[src/rtl/ppwm_pkg.sv]
package ppwm_pkg;

  // Which duty register was written most recently.
  typedef enum logic {
    SEL_A = 1'b0,
    SEL_B = 1'b1
  } regSel_t;

  // Strobes passed from the counter datapath to the selection control.
  typedef struct packed {
    logic wrap;      // counter is at modulus; the next edge starts a period
    logic firstCyc;  // counter is at zero
  } cntEvt_t;

endpackage

[src/rtl/ppwm_ctrl.sv]
module ppwm_ctrl
  import ppwm_pkg::*;
#(
  parameter int CNT_W = 16
) (
  input  logic             clk,
  input  logic             rstN,
  input  cntEvt_t          evt,
  input  logic             wrA,
  input  logic [CNT_W-1:0] dataA,
  input  logic             wrB,
  input  logic [CNT_W-1:0] dataB,
  input  logic             linkEn,
  output logic [CNT_W-1:0] cmpCur,
  output logic [CNT_W-1:0] cmpNxt
);

  logic [CNT_W-1:0] regA, regB, regANext, regBNext;
  logic [CNT_W-1:0] activeVal, selNext;
  regSel_t          lastSel, lastNext;
  logic             linkQ, holdQ, linkRise, linkFall, bufMode;

  assign linkRise = linkEn & ~linkQ;
  assign linkFall = ~linkEn & linkQ;
  // The staged copy governs while linked and until the first wrap after unlinking.
  assign bufMode  = linkQ | holdQ;

  always_comb begin
    regANext = wrA ? dataA : regA;
    regBNext = wrB ? dataB : regB;
    if (wrB)                 lastNext = SEL_B;
    else if (wrA || linkRise) lastNext = SEL_A;
    else                     lastNext = lastSel;
    if (linkEn && lastNext == SEL_B) selNext = regBNext;
    else                             selNext = regANext;
  end

  assign cmpCur = bufMode ? activeVal : regA;
  assign cmpNxt = selNext;

  always_ff @(posedge clk) begin
    if (!rstN) begin
      regA      <= '0;
      regB      <= '0;
      activeVal <= '0;
      lastSel   <= SEL_A;
      linkQ     <= 1'b0;
      holdQ     <= 1'b0;
    end else begin
      regA    <= regANext;
      regB    <= regBNext;
      lastSel <= lastNext;
      linkQ   <= linkEn;
      if (linkRise || evt.wrap)
        activeVal <= selNext;
      if (linkRise || evt.wrap)
        holdQ <= 1'b0;
      else if (linkFall)
        holdQ <= 1'b1;
    end
  end

  // while linked, the controlling compare is frozen inside a period
  a_r4_frozen_mid_period : assert property (@(posedge clk) disable iff (!rstN)
    (linkEn && linkQ && !evt.wrap) |=> $stable(cmpCur));

  // a write to B in the same cycle as one to A still marks B as last
  a_r5_b_wins : assert property (@(posedge clk) disable iff (!rstN)
    (linkEn && wrB) |=> (lastSel == SEL_B));

  // a B write landing on the wrap cycle controls the new period
  a_r5_wrap_takes_b : assert property (@(posedge clk) disable iff (!rstN)
    (linkEn && linkQ && evt.wrap && wrB) |=> (cmpCur == $past(dataB)));

  // after unlinking, the staged value holds until the wrap
  a_r8_hold_after_unlink : assert property (@(posedge clk) disable iff (!rstN)
    (linkQ && !linkEn && !evt.wrap) |=> $stable(cmpCur));

endmodule

[src/rtl/ppwm_datapath.sv]
module ppwm_datapath
  import ppwm_pkg::*;
#(
  parameter int CNT_W = 16
) (
  input  logic             clk,
  input  logic             rstN,
  input  logic [CNT_W-1:0] modulus,
  input  logic [CNT_W-1:0] cmpCur,
  input  logic [CNT_W-1:0] cmpNxt,
  output cntEvt_t          evt,
  output logic             pwmOut
);

  localparam int EXT_W = CNT_W + 1;

  logic [CNT_W-1:0] cnt;
  logic [EXT_W-1:0] cntInc;
  logic             wrap, matchClr, setLvl;

  assign wrap     = (cnt >= modulus);
  assign cntInc   = {1'b0, cnt} + EXT_W'(1);
  // Clear on the edge where the count reaches the compare value.
  assign matchClr = (cntInc == {1'b0, cmpCur});
  // Set at the wrap unless the coming period has zero duty.
  assign setLvl   = (cmpNxt != '0);

  assign evt.wrap     = wrap;
  assign evt.firstCyc = (cnt == '0);

  always_ff @(posedge clk) begin
    if (!rstN) begin
      cnt    <= '0;
      pwmOut <= 1'b0;
    end else begin
      cnt <= wrap ? '0 : cntInc[CNT_W-1:0];
      if (wrap)
        pwmOut <= setLvl;
      else if (matchClr)
        pwmOut <= 1'b0;
    end
  end

  // counting steps by one below the modulus
  a_r2_count_step : assert property (@(posedge clk) disable iff (!rstN)
    (!wrap && $stable(modulus)) |=> (cnt == $past(cnt) + 1'b1));

  // reaching the modulus returns the count to zero
  a_r2_wrap_zero : assert property (@(posedge clk) disable iff (!rstN)
    wrap |=> evt.firstCyc);

  // zero duty gives a low output from the period start
  a_r6_zero_low : assert property (@(posedge clk) disable iff (!rstN)
    (wrap && cmpNxt == '0) |=> !pwmOut);

  // a non-zero duty raises the output at the period start
  a_r10_set_at_wrap : assert property (@(posedge clk) disable iff (!rstN)
    (wrap && cmpNxt != '0) |=> pwmOut);

  // a compare beyond the modulus never clears the output
  a_r7_full_high : assert property (@(posedge clk) disable iff (!rstN)
    (!wrap && pwmOut && cmpCur > modulus) |=> pwmOut);

endmodule

[src/rtl/pingpong_pwm.sv]
module pingpong_pwm
  import ppwm_pkg::*;
#(
  parameter int CNT_W = 16
) (
  input  logic             clk,
  input  logic             rstN,
  input  logic [CNT_W-1:0] modulus,
  input  logic             wrA,
  input  logic [CNT_W-1:0] dataA,
  input  logic             wrB,
  input  logic [CNT_W-1:0] dataB,
  input  logic             linkEn,
  output logic             pwmOut,
  output logic             pinBFree
);

  cntEvt_t          evt;
  logic [CNT_W-1:0] cmpCur, cmpNxt;

  ppwm_ctrl #(.CNT_W(CNT_W)) i_ctrl (
    .clk    (clk),
    .rstN   (rstN),
    .evt    (evt),
    .wrA    (wrA),
    .dataA  (dataA),
    .wrB    (wrB),
    .dataB  (dataB),
    .linkEn (linkEn),
    .cmpCur (cmpCur),
    .cmpNxt (cmpNxt)
  );

  ppwm_datapath #(.CNT_W(CNT_W)) i_dp (
    .clk     (clk),
    .rstN    (rstN),
    .modulus (modulus),
    .cmpCur  (cmpCur),
    .cmpNxt  (cmpNxt),
    .evt     (evt),
    .pwmOut  (pwmOut)
  );

  // While linked, the second channel's pin is handed back for other use.
  assign pinBFree = linkEn;

endmodule

[config.mk]
export PLATFORM = sky130hd
export DESIGN_NAME = pingpong_pwm
export DESIGN_NICKNAME = d
export VERILOG_FILES = /design/src/rtl/ppwm_pkg.sv /design/src/rtl/ppwm_ctrl.sv /design/src/rtl/ppwm_datapath.sv /design/src/rtl/pingpong_pwm.sv
export SDC_FILE = /design/constraint.sdc
export NUM_CORES = 1
export LEC_CHECK = 0
export ABC_AREA = 0
export BUFFER_PORTS_ARGS = -buffer_cell sky130_fd_sc_hd__buf_2
export CORE_MARGIN = 2
export CORE_UTILIZATION = 50
export CTS_BUF_LIST = sky130_fd_sc_hd__clkbuf_4
export CTS_CLUSTER_SIZE = 14
export DETAILED_ROUTE_END_ITERATION = 10
export PLACE_DENSITY = 0.73
export SETUP_SLACK_MARGIN = 0.15
export SLEW_MARGIN = 0
export SYNTH_ARGS = -nofsm -noshare
export SYNTH_HDL_FRONTEND = slang
export SYNTH_HIERARCHICAL = 1
export SYNTH_SLANG_ARGS = --single-unit
[constraint.sdc]
create_clock -name clk -period 4.89 [get_ports clk]
set_input_delay 0.978 -clock clk [delete_from_list [all_inputs] [get_ports clk]]
set_output_delay 0.978 -clock clk [all_outputs]
set_load 0.05 [all_outputs]
==> impl_metrics.ini, run 1 <==
[logic_synthesis]
yosysWarnings = 6
synth_cells = 452
syn_avg_cell_area_sq_um = 8.631
syn_nets = 523
synthesis.area_sq_um = 3901

[timing]
relSlewSlack = 0.2523
tightest_slew_ps = 1114
max_freq_mhz = 316.6
rsz0062_at_grt = no
hold_viol = 0
fin_crit_ps = 3158
clock_skew_ps = 16.61
tns_ps = 0
slew_violations = 0
setup_violations = 0
fin_crit_sh = 0.6458

[clock_network]
path_clk_slew_ps = 100
cts_root_buffer = clkbuf_4
cts.path.max_buffers = 2
htree_levels = 3
post_cts_buffers = 0
cts_tree = done
insertion_delay_ps = 400
cts_resized = 0
numCtsBuffers = 9
cts.sinks = 68
postCtsHoldBufs = 0

[setup_path]
cp-end-kind = register
worst_setup_path_start_kind = primary input
reg2reg_depth = 7
crit_arrival_ps = 3410
path_max_fanout = 16
required_ps = 5140
path_class = primary input to register

[layout]
drive_gt1_frac = 0.1724
nets = 561
diodes = 0
syn_to_final_growth_pct = 9.108

[route]
wl_per_cell_um = 14.38
drcViolationCount = 0
vias = 3178
antenna_left = 0
totalWireLength_um = 8558
avgViaCountPerCell = 5.341
drtIter0Drc = 117
drt_pass1_iterations = 4

[floorplan]
core_sq_um = 7647
row_count = 32
dieArea_sq_um = 8525
initial_core_util = 0.5101
die_w_um = 92.33
die_h_um = 92.33
ios = 55

[flow_run]
max_cap_viol_count = 0

[power]
power_density_nw_per_um2 = 262.3
total_power_mw = 1.117
power_leakage_nw = 1.838
vdd_drop_max_mv = 0.1792

[grt]
grt_max_degree = 40
grt_remaining_overflow = 0
grt_pass1_wl_um = 14120
antenna_found_initial = 0
groute.usage.overall = 0.2071
grt_pass1_vias = 3062

[placed_design]
gp_congestion = 0.8369
dpl.hpwl_um = 6337
numPortBuffers = 54

[status]
status = completed

[hold_path]
whs_path_depth = 2
holdCritPathClass = register to register
[critical path, stage by stage]
cell,delay (ps)
buf_2,70
inv_1,30
ha_1,290
a21o_1,180
a211oi_1,280
o211a_1,220
o211ai_1,240
o21ai_1,950
o32ai_1,160
[where the power goes]
part / total, mW / internal, mW / switching, mW
combinational: 0.190 / 0.0854 / 0.104
clock: 0.333 / 0.144 / 0.189
sequential: 0.594 / 0.582 / 0.0124
[layout make-up]
cell class / count / area (sq um)
Fill cell: 738 / 3391
Multi-Input combinational cell: 317 / 2231
Sequential cell: 68 / 1361
Timing Repair Buffer: 55 / 277.8
Inverter: 39 / 146.4
Tap cell: 102 / 127.6
Clock buffer: 9 / 67.56
Clock inverter: 5 / 45.04
[flip-flops by register name, summed over array words and instances, names as in the netlist]
| signal | flops |
|---|---|
| i_ctrl/regA | 16 |
| i_dp/cnt | 16 |
| i_ctrl/lastSel | 1 |
| i_ctrl/holdQ | 1 |
| i_ctrl/regB | 16 |
| i_ctrl/linkQ | 1 |
| i_ctrl/activeVal | 16 |
| i_dp/pwmOut | 1 |
[final timing paths]
check,from,endpoint,slack [ps]
worst max-delay path,modulus[5],i_ctrl/activeVal[13]$_SDFFE_PN0P_,1730
worst min-delay path,i_ctrl/activeVal[14]$_SDFFE_PN0P_,i_ctrl/activeVal[14]$_SDFFE_PN0P_,470
worst max register to register,i_dp/cnt[5]$_SDFF_PP0_,i_ctrl/activeVal[13]$_SDFFE_PN0P_,1860
worst min register to register,i_ctrl/activeVal[14]$_SDFFE_PN0P_,i_ctrl/activeVal[14]$_SDFFE_PN0P_,470
[metrics by stage]
stage               hold slack, ps    util  instance area [sq um]  std cells  worst slack, ps
floorplan                    435.2       -                   3901        452             1814
global placement             453.5  0.5419                   4144        581             1428
finish                       466.0  0.5566                   4257        595             1732
CTS                          473.1  0.5566                   4257        595             1749
detailed placement           458.3  0.5419                   4144        581             1335
global route                 490.1  0.5566                   4257        595             1429
[cells in the final DEF (no fill, tap or decap), types with 2 or more instances in the layout]
cell type	instances
and4_1	2
mux2i_1	17
nand2b_1	4
nand4_1	3
xor2_1	11
o211ai_1	4
buf_2	54
nand3_1	5
o32ai_1	16
o21a_1	16
clkinv_1	4
nand4_4	2
nor2_1	41
nor3_1	21
inv_1	39
xnor2_1	20
a21o_1	4
nor2b_1	18
nor4_1	6
a21oi_1	10
o21ai_0	19
nand2_1	25
or4_1	2
and3_1	3
dfxtp_1	68
a211oi_1	2
clkbuf_4	9
mux2_2	17
and2_1	18
a31oi_1	2
ha_1	18
[layer usage]
| metal | vias to the layer above | part of all wire | global-route usage | wire (um) |
|---|---|---|---|---|
| met4 | 0 | 0.018 | 0.07711 | 152 |
| met2 | 71 | 0.46 | 0.3528 | 3929 |
| li1 | 1629 | - | - | - |
| met5 | - | 0 | 0 | 0 |
| met3 | 15 | 0.040 | 0.02766 | 341 |
| met1 | 1463 | 0.48 | 0.2672 | 4134 |
(Power assumes the default switching activity.)
==> run 2: changes to the inputs <==
--- a/config.mk
+++ b/config.mk
@@ -5,7 +5,7 @@
 export SDC_FILE = /design/constraint.sdc
 export NUM_CORES = 1
 export LEC_CHECK = 0
-export ABC_AREA = 0
+export ABC_AREA = 1
 export BUFFER_PORTS_ARGS = -buffer_cell sky130_fd_sc_hd__buf_2
 export CORE_MARGIN = 2
 export CORE_UTILIZATION = 50
==> constraint.sdc (replaced) <==
create_clock -name clk -period 3.1 [get_ports clk]
set_input_delay 0.62 -clock clk [delete_from_list [all_inputs] [get_ports clk]]
set_output_delay 0.62 -clock clk [all_outputs]
set_load 0.05 [all_outputs]
==> run 2 against run 1 <==
  * Final area grew 4.2%
  * Clock-buffer cell count unchanged
  * Clock skew down 4.6 ps
  * Critical path type is now register to register
  * Critical endpoint is now i_ctrl/activeVal[0]$_SDFFE_PN0P_
  * Wire length increased by 8.9%
  * Setup slack worse by 980 ps
==> impl_metrics.ini, run 2 <==
[status]
status = completed

[route]
wl_per_cell_um = 12.36
drcViolationCount = 0
totalWireLength_um = 9321
drt_pass1_iterations = 4
antenna_left = 0
vias = 3818
drtIter0Drc = 150
avgViaCountPerCell = 5.064

[layout]
nets = 719
drive_gt1_frac = 0.1687
syn_to_final_growth_pct = 10.02
instances_no_fill = 754
layout_common_cells = nand2_1 (162), inv_1 (79), dfxtp_1 (68), nor2_1 (60)
final_common_cell = nand2_1
design_area_sq_um = 4436
final_util = 0.5710
diodes = 0

[timing]
fin_crit_sh = 0.7565
hold_viol = 0
relSlewSlack = 0.5911
tns_ps = 0
fin_crit_ps = 2345
tightest_slew_ps = 612.7
setup_violations = 0
clock_skew_ps = 12.02
setup_ws_ps = 754.9
slew_violations = 0
timing.hold.ws_ps = 456.5
rsz0062_at_grt = no
max_freq_mhz = 426.4

[clock_network]
postCtsHoldBufs = 0
path_clk_slew_ps = 110
cts.path.max_buffers = 2
htree_levels = 3
insertion_delay_ps = 420
post_cts_buffers = 0
cts.sinks = 68
cts_tree = done
numCtsBuffers = 9
cts_root_buffer = clkbuf_4
cts_resized = 0

[floorplan]
ios = 55
initial_core_util = 0.5190
dieArea_sq_um = 8797
die_h_um = 93.79
die_w_um = 93.79
core_sq_um = 7767
row_count = 32

[setup_path]
path_max_fanout = 16
crit_arrival_ps = 2700
crit_chain = inv_2, ha_1, inv_1, a21oi_1, o21ai_0, nand2_1, o211ai_1, nand2_1, nand3_1, a21oi_2, nor2_2, nand3_1, nand2_1
cp.buffers_inverters = 2
critPathTopFamily = simple AND/OR/NAND/NOR gates
cp-end-kind = register
required_ps = 3460
worst_path_largest_cell_delay_ps = 490
worst_setup_path_start_kind = register
slowest_stage = nor2_2
cpMostUsedCell = nand2_1
path_class = register to register

[placed_design]
placed_cells = 739
gp_congestion = 0.9154
place_area_sq_um = 4335
numPortBuffers = 54
dpl.hpwl_um = 7168
dpl_worst_slack_ps = 436.7

[logic_synthesis]
syn_avg_cell_area_sq_um = 6.719
synthesis.area_sq_um = 4031
synth_cells = 600
syn_nets = 671
yosysWarnings = 6

[grt]
antenna_found_initial = 0
grt_max_degree = 35
grt_pass1_wl_um = 15420
groute.usage.overall = 0.2223
grt_pass1_vias = 3603
grt_remaining_overflow = 0

[power]
power_density_nw_per_um2 = 391.6
total_power_mw = 1.737
power_leakage_nw = 2.214
vdd_drop_max_mv = 0.2130

[flow_run]
max_cap_viol_count = 0

[hold_path]
holdCritPathClass = register to register
run 2: power breakdown:
part | total (mW) | internal (mW) | switching, mW
Sequential | 0.950 | 0.924 | 0.0258
Clock | 0.468 | 0.152 | 0.316
Combinational | 0.319 | 0.132 | 0.187
Total | 1.74 | 1.21 | 0.529
run 2: layout make-up:
type / count / area, sq um
fill: 791 / 3332
multi-input combinational: 429 / 2246
sequential: 68 / 1361
clock inverter: 6 / 32.53
timing repair buffer: 56 / 285.3
clock buffer: 9 / 67.56
inverter: 84 / 315.3
tap: 102 / 127.6
run 2: path summary, 6_finish.rpt:
path	slack (ps)	to	from	depth (start not counted)
worst min-delay path	460	i_ctrl/activeVal[8]$_SDFFE_PN0P_	i_ctrl/activeVal[8]$_SDFFE_PN0P_	2
worst max-delay path	750	i_ctrl/activeVal[0]$_SDFFE_PN0P_	i_dp/cnt[0]$_SDFF_PP0_	13
worst max register to register	750	i_ctrl/activeVal[0]$_SDFFE_PN0P_	i_dp/cnt[0]$_SDFF_PP0_	13
worst min register to register	460	i_ctrl/activeVal[8]$_SDFFE_PN0P_	i_ctrl/activeVal[8]$_SDFFE_PN0P_	2
run 2: worst register-to-register path, delay by kind of cell (launching register included):
kind	cells	cell delay [ps]
DFF	1	480
buffers and inverters	2	150
and+or+nand+nor	6	1120
AOI/OAI and AO/OA	4	360
adders and majority gates	1	180
run 2: metal layers:
| layer | global-route usage | routed length, um |
|---|---|---|
| met1 | 0.2649 | 4257 |
| met2 | 0.3815 | 4380 |
| met3 | 0.03531 | 371 |
| met4 | 0.1196 | 312 |
| met5 | 0 | 0 |
